**src/rtl/illegal_access_guard_pkg.sv**
```systemverilog
package illegal_access_guard_pkg;

    typedef enum logic [1:0] {
        CAUSE_NONE       = 2'b00,
        CAUSE_WREG       = 2'b01,
        CAUSE_SEC_BRANCH = 2'b10,
        CAUSE_SEC_VECTOR = 2'b11
    } cause_e;

    localparam logic PC_KIND_BRANCH = 1'b0;
    localparam logic PC_KIND_VECTOR = 1'b1;

    typedef struct packed {
        logic   req;
        cause_e cause;
    } guard_out_t;

endpackage

```
**src/rtl/wreg_init_tracker.sv**
```systemverilog
module wreg_init_tracker #(
    parameter int NUM_REGS = 16,
    parameter int IDX_W    = $clog2(NUM_REGS)
) (
    input  logic             clk,
    input  logic             rst_n,
    input  logic             wr_en,
    input  logic [IDX_W-1:0] wr_idx,
    input  logic             ptr_en,
    input  logic [IDX_W-1:0] ptr_idx,
    output logic             ptr_fault
);
    // The top index is the stack pointer: always considered written.
    localparam logic [NUM_REGS-1:0] FLAGS_AT_RESET = {1'b1, {(NUM_REGS-1){1'b0}}};

    logic [NUM_REGS-1:0] flags_d, flags_q;

    always_comb begin
        flags_d = flags_q;
        for (int i = 0; i < NUM_REGS; i++) begin
            if (wr_en && (wr_idx == IDX_W'(i))) begin
                flags_d[i] = 1'b1;
            end
        end
        flags_d[NUM_REGS-1] = 1'b1;
        // Same-cycle write bypass: a write wins over a pointer use.
        ptr_fault = ptr_en && !flags_d[ptr_idx];
    end

    always_ff @(posedge clk) begin
        if (!rst_n) begin
            flags_q <= FLAGS_AT_RESET;
        end else begin
            flags_q <= flags_d;
        end
    end

endmodule

```
**src/rtl/segment_window.sv**
```systemverilog
module segment_window #(
    parameter int ADDR_W = 16
) (
    input  logic              win_en,
    input  logic [ADDR_W-1:0] win_base,
    input  logic [ADDR_W-1:0] win_limit,
    input  logic [ADDR_W-1:0] addr,
    output logic              hit
);
    always_comb begin
        hit = win_en && (addr >= win_base) && (addr <= win_limit);
    end
endmodule

```
**src/rtl/illegal_access_guard.sv**
```systemverilog
module illegal_access_guard
    import illegal_access_guard_pkg::*;
#(
    parameter int NUM_REGS = 16,
    parameter int ADDR_W   = 16,
    parameter int IDX_W    = $clog2(NUM_REGS)
) (
    input  logic              clk,
    input  logic              rst_n,
    input  logic              wr_en,
    input  logic [IDX_W-1:0]  wr_idx,
    input  logic              ptr_en,
    input  logic [IDX_W-1:0]  ptr_idx,
    input  logic              pc_load,
    input  logic              pc_kind,
    input  logic [ADDR_W-1:0] pc_target,
    input  logic              boot_en,
    input  logic [ADDR_W-1:0] boot_base,
    input  logic [ADDR_W-1:0] boot_limit,
    input  logic              sec_en,
    input  logic [ADDR_W-1:0] sec_base,
    input  logic [ADDR_W-1:0] sec_limit,
    output logic              rst_req,
    output logic [1:0]        rst_cause
);
    localparam int NUM_SEGS = 2;

    logic                          ptr_fault;
    logic [NUM_SEGS-1:0]           seg_en;
    logic [NUM_SEGS-1:0][ADDR_W-1:0] seg_base;
    logic [NUM_SEGS-1:0][ADDR_W-1:0] seg_limit;
    logic [NUM_SEGS-1:0]           seg_hit;
    logic                          sec_fault;

    guard_out_t st_d, st_q;

    wreg_init_tracker #(
        .NUM_REGS (NUM_REGS),
        .IDX_W    (IDX_W)
    ) tracker_i (
        .clk       (clk),
        .rst_n     (rst_n),
        .wr_en     (wr_en),
        .wr_idx    (wr_idx),
        .ptr_en    (ptr_en),
        .ptr_idx   (ptr_idx),
        .ptr_fault (ptr_fault)
    );

    assign seg_en    = {sec_en, boot_en};
    assign seg_base  = {sec_base, boot_base};
    assign seg_limit = {sec_limit, boot_limit};

    for (genvar g = 0; g < NUM_SEGS; g++) begin : g_seg
        segment_window #(
            .ADDR_W (ADDR_W)
        ) win_i (
            .win_en    (seg_en[g]),
            .win_base  (seg_base[g]),
            .win_limit (seg_limit[g]),
            .addr      (pc_target),
            .hit       (seg_hit[g])
        );
    end

    always_comb begin
        sec_fault = pc_load && (|seg_hit);
        st_d.req   = sec_fault || ptr_fault;
        st_d.cause = CAUSE_NONE;
        if (sec_fault) begin
            st_d.cause = (pc_kind == PC_KIND_VECTOR) ? CAUSE_SEC_VECTOR : CAUSE_SEC_BRANCH;
        end else if (ptr_fault) begin
            st_d.cause = CAUSE_WREG;
        end
    end

    always_ff @(posedge clk) begin
        if (!rst_n) begin
            st_q <= '{req: 1'b0, cause: CAUSE_NONE};
        end else begin
            st_q <= st_d;
        end
    end

    assign rst_req   = st_q.req;
    assign rst_cause = st_q.cause;

endmodule

```
**config.mk**
```make
export PLATFORM = sky130hd
export DESIGN_NAME = illegal_access_guard
export DESIGN_NICKNAME = d
export VERILOG_FILES = /design/src/rtl/illegal_access_guard_pkg.sv /design/src/rtl/wreg_init_tracker.sv /design/src/rtl/segment_window.sv /design/src/rtl/illegal_access_guard.sv
export SDC_FILE = /design/constraint.sdc
export NUM_CORES = 1
export LEC_CHECK = 0
export ABC_AREA = 1
export BUFFER_PORTS_ARGS = -buffer_cell sky130_fd_sc_hd__buf_2
export CORE_AREA = 2 2 72 74
export CTS_CLUSTER_DIAMETER = 100
export CTS_CLUSTER_SIZE = 28
export DETAILED_ROUTE_END_ITERATION = 8
export DIE_AREA = 0 0 74 76
export HOLD_SLACK_MARGIN = 0.06
export PLACE_DENSITY_LB_ADDON = 0.1
export SETUP_SLACK_MARGIN = 0.15
export SLEW_MARGIN = 5
export SYNTH_ARGS = -nofsm -noshare
export SYNTH_HDL_FRONTEND = slang
export SYNTH_SLANG_ARGS = --single-unit
export TNS_END_PERCENT = 20
```
**constraint.sdc**
```tcl
create_clock -name clk -period 3.35 [get_ports clk]
set_input_delay 0.335 -clock clk [delete_from_list [all_inputs] [get_ports clk]]
set_output_delay 0.335 -clock clk [all_outputs]
set_load 0.005 [all_outputs]
```
Yosys cells after proc, flatten, opt, wreduce, memory -nomap -nowiden
Cells that the tools add are included.
{"block": "op_classes", "n_mux": 20, "n_eq_ne": 14, "n_reduce_logical": 25, "order_cmp": 5}
{"cell": "16-bit >= comparator", "count": 2}
{"cell": "16-bit less-or-equal comparator", "count": 2}
{"cell": "4-bit equality test (second input constant)", "count": 7}
{"cell": "1-bit logical AND", "count": 21}
{"cell": "1-bit 2-to-1 mux", "count": 18}
{"cell": "4-bit by 3-bit equality test with 1-bit output (second input constant)", "count": 4}
{"cell": "4-bit by 2-bit equality test with 1-bit output (second input constant)", "count": 2}
{"cell": "4-bit by 5-bit less-than comparator with 1-bit output (second input constant)", "count": 1}
{"cell": "1-bit binary-select mux with 4-bit select", "count": 1}
{"cell": "4-bit by 1-bit equality test with 1-bit output (second input constant)", "count": 1}
{"cell": "4-bit logical NOT", "count": 1}
{"cell": "2-bit 2-to-1 mux", "count": 1}
{"cell": "2-bit OR reduction", "count": 1}
{"cell": "1-bit logical NOT", "count": 1}
{"cell": "1-bit logical OR", "count": 1}
{"block": "word_totals", "register_bits": 18}

Depth between registers and ports, before layout
{"block": "depth", "word_depth": 9, "depth_mapped": 18, "mapped_depth_nobuf": 18}

Cells and area by module
Synthesis repeated with hierarchy kept, for this count alone.
{"block": "unflattened", "hier_cells": 412, "area_unflattened_um2": 2606.2}
{"module": "segment_window at g_seg[1].win_i", "area_each_um2": 870.8, "n_inst": 1, "seq_area_each_um2": 0.0, "cells_each": 142}
{"module": "segment_window at g_seg[0].win_i", "area_each_um2": 857.1, "n_inst": 1, "seq_area_each_um2": 0.0, "cells_each": 142}
{"module": "wreg_init_tracker", "area_each_um2": 757.0, "n_inst": 1, "seq_area_each_um2": 300.3, "cells_each": 114}
{"module": "illegal_access_guard", "area_each_um2": 121.4, "n_inst": 1, "seq_area_each_um2": 60.1, "cells_each": 14}

Worst setup path after synthesis
OpenSTA, ideal clock, no wires.
{"block": "synth_path", "path_type": "input to register", "startpoint": "input port sec_base[7]", "endpoint": "register st_q (netlist bit rst_cause[0])", "arrival_ps": 1412, "path_slack_ps": 1826, "stages": 14, "required_time_ps": 3237, "n_path_buf": 0, "path_cell_list": "inv_1 > ha_1 > a21oi_1 > nand2_1 > nor2_1 > nand2_1 > nand2_1 > a21oi_1 > nand2_1 > nand2_1 > nand2_1 > nand2_1 > nand2_1 > nor2_1"}
{"block": "synth_via", "elab_chain_len": 6}
{"element": "from (decl)", "line": "illegal_access_guard.sv:21", "text": "input logic [ADDR_W-1:0] sec_base,"}
{"element": "16-bit >= comparator", "line": "segment_window.sv:11", "text": "hit = win_en && (addr >= win_base) && (addr <= win_limit);"}
{"element": "1-bit logical AND (2 in series)", "line": "segment_window.sv:11"}
{"element": "2-bit OR reduction", "line": "illegal_access_guard.sv:67", "text": "sec_fault = pc_load && (|seg_hit);"}
{"element": "1-bit logical AND", "line": "illegal_access_guard.sv:67"}
{"element": "2-bit 2-to-1 mux", "line": "illegal_access_guard.sv:70", "text": "if (sec_fault) begin"}
{"element": "to (signal assigned)", "line": "illegal_access_guard.sv:79", "text": "st_q <= '{req: 1'b0, cause: CAUSE_NONE};"}
{"element": "to (signal assigned)", "line": "illegal_access_guard.sv:81", "text": "st_q <= st_d;"}
{"element": "to (decl)", "line": "illegal_access_guard.sv:35", "text": "guard_out_t st_d, st_q;"}
Every way passes these cells.
A chain may end at the register's enable or synchronous reset.

Worst setup path after layout
{"block": "layout_path", "startpoint": "input port pc_target[15]", "endpoint": "register st_q (netlist bit rst_cause[0])"}
{"block": "layout_via", "elab_chain_len": 6, "word_cells_on_any_way": 11, "classes_between": "order compare (4); mux (1); reduce/logical (6)"}
{"element": "from (decl)", "line": "illegal_access_guard.sv:16", "text": "input logic [ADDR_W-1:0] pc_target,"}
{"element": "16-bit >= comparator", "line": "segment_window.sv:11"}
{"element": "1-bit logical AND (2 in series)", "line": "segment_window.sv:11"}
{"element": "2-bit OR reduction (*)", "line": "illegal_access_guard.sv:67"}
{"element": "1-bit logical AND (*)", "line": "illegal_access_guard.sv:67"}
{"element": "2-bit 2-to-1 mux (*)", "line": "illegal_access_guard.sv:70"}
Every way passes the cells marked *; elsewhere a longest branch is shown, timed or not.

==> flow_summary.ini <==
[status]
status = finished, final reports clean

[floorplanning]
fp.dieW_um = 74
io_pins = 99
coreArea_um2 = 4912
die_y_um = 76
die_area_um2 = 5624
start_util_pct = 51.58
rows = 26

[route]
via_per_inst = 4.743
firstDrtPassIters = 4
vias = 2732
ant_nets = 0
post_drt_wl_per_cell_um = 9.969
dr.first_iter.drc_count = 99
drcViolationCount = 0
routed_wl_um = 5742

[min_path]
hold_class = in2reg

[cts]
cts-resized-gates = 0
numCtsBuffers = 3
clkSinkCount = 18
cts_hold_buf = 0
cts_setup_buffers = 0
clkLatencyLatePin_ps = 250
root_buffer = clkbuf_8
h-tree-depth = 1
clock_path_buffers = 2
tritoncts = done
clk_pin_slew_ps = 60

[global_routing]
antenna_found_initial = 0
grt_usage_pct = 21.46
grt_pass1_vias = 2565
grt_max_degree = 17
grt-ovfl-total = 0
grt_pass1_wl_um = 10060

[critical_path]
crit_slowest_cell = nor4_1
cp_cell_sequence = buf_2 > ha_1 > nand2_1 > nor4_1 > nand2_1 > nand2_1 > nand3_1 > nand2_1 > nand2_1 > nand2_1 > nand2_1 > nor2_1
path_buf_inv = 1
crit_path_end_kind = flip-flop
arrival_ps = 1880
path_delay_family = simple AND/OR/NAND/NOR gates
startpoint_type = primary input
cp_max_fo = 4
max_stage_delay_ps = 430
required_ps = 3540
critPathKind = in2reg
critPathMostFrequentCell = nand2_1

[cells_and_area]
final_common_cell = inv_1
syn2layout_area_growth_pct = 24.54
final_cell_mix = inv_1 (107), buf_2 (98), nand2_1 (85)
final_core_util_pct = 64.24
drive_above_1_share_pct = 20.36
nNetsFinal = 667
diodes = 0

[power_and_ir_drop]
power.leakage_nw = 2.030
p_per_area_nw_per_um2 = 217.9
ir_drop_mv = 0.1661

[synth]
synth_top_area_share_pct = 31.60
seq_area_frac_synth_pct = 14.22
avgSynthCellArea_um2 = 6.241
synth_area_um2 = 2534
synth.top_cells.by_area = ha_1 (32%), inv_1 (16%), dfxtp_1 (14%)
synth_seq_cells = 18
synth.distinct_cells = 19
synthesis.nets = 566
synthCells = 406
yosysTopAreaCell = ha_1
synth_warnings = 0

[sta]
fin_crit_ps = 1693
setup_viol_count_final = 0
finClkSkew_ps = 1.459
worst_slew_pin_slew_ps = 456.6
tns_ps = 0
relSlewSlack_pct = 69.53
rsz0062_at_grt = no
fin_hold_ws_ps = 324.5
drv_slew = 0
hold_viol = 0
min_period_over_period_pct = 50.52
timing.fmax_ghz = 0.5908

[job]
maxCapViolations = 0

[place]
numPortBuffers = 98
gp_congestion = 0.8619
dpl.hpwl_um = 5106
-- state kept, by name (all words and copies together) (netlist names) --
name and cells:
tracker_i.flags_q 15, rst_cause 2, rst_req 1
-- final timing paths --
kind / startpoint / end / slack (ps) / depth (start not counted)
hold reg to reg: tracker_i.flags_q[6] / tracker_i.flags_q[6] / 460 / 2
setup / recovery: pc_target[15] / rst_cause[0] / 1660 / 12
hold / removal: pc_kind / rst_cause[0] / 320 / 3
setup reg to reg: tracker_i.flags_q[2] / rst_cause[0] / 2180 / 10
-- per-layer routing --
layer | routed length [um] | vias to the layer above | GRT usage [%]
met5 | 0 | - | 0
met3 | 380 | 2 | 3.836
li1 | - | 1477 | -
met1 | 2629 | 1169 | 27.37
met2 | 2712 | 84 | 38.30
met4 | 19 | 0 | 2.000
-- cell type report --
cell class	count	area (um2)
multi-input cells	279	1760
fillers	465	1757
repair buffers	98	490.5
inverters	107	401.6
flip-flops and latches	18	360.3
well taps	70	87.58
clock buffers	4	55.05
-- through the flow --
stage	total power, mW	setup WS (ps)	cells	cell area [um2]
6_report	0.6875	1657	576	3156
5_1_grt	0.7580	1470	576	3156
4_1_cts	0.6963	1646	576	3156
3_5_place_dp	0.5219	1395	572	3100
3_3_place_gp	0.5145	1408	572	3100
2_1_floorplan	0.4084	1826	406	2534
-- kinds of logic after synthesis --
logic type / after synthesis / share of synthesized area [%]
fa+ha+maj: 64 / 31.61
buf+inv: 109 / 16.30
flops: 18 / 14.22
simple gates: 160 / 26.07
compound gates: 55 / 11.80
-- synthesized netlist by cell type --
cell type,instances
nand4_1,4
inv_1,107
buf_4,1
ha_1,64
a21oi_1,39
nor3_1,1
a31oi_1,1
dfxtp_1,18
a21o_1,2
or2_1,1
nand3_2,1
o21bai_1,5
clkbuf_1,1
nand2_1,85
nand3_1,30
nor4_1,1
nor2_1,37
o21a_1,2
o21ai_0,6
-- tightest hold or removal path, stage by stage --
cell and delay, ps:
buf_2 80, nor2_1 30, nor2_1 90
-- report_power, final --
| group | internal, mW | switching [mW] | leakage (nW) | total (mW) |
|---|---|---|---|---|
| logic | 0.133 | 0.160 | 1.85 | 0.293 |
| clock network | 0.104 | 0.0680 | 0.0288 | 0.172 |
| registers | 0.221 | 0.00141 | 0.146 | 0.222 |
| total | 0.458 | 0.229 | 2.03 | 0.688 |
No activity file was read; power rests on OpenSTA's default activity.
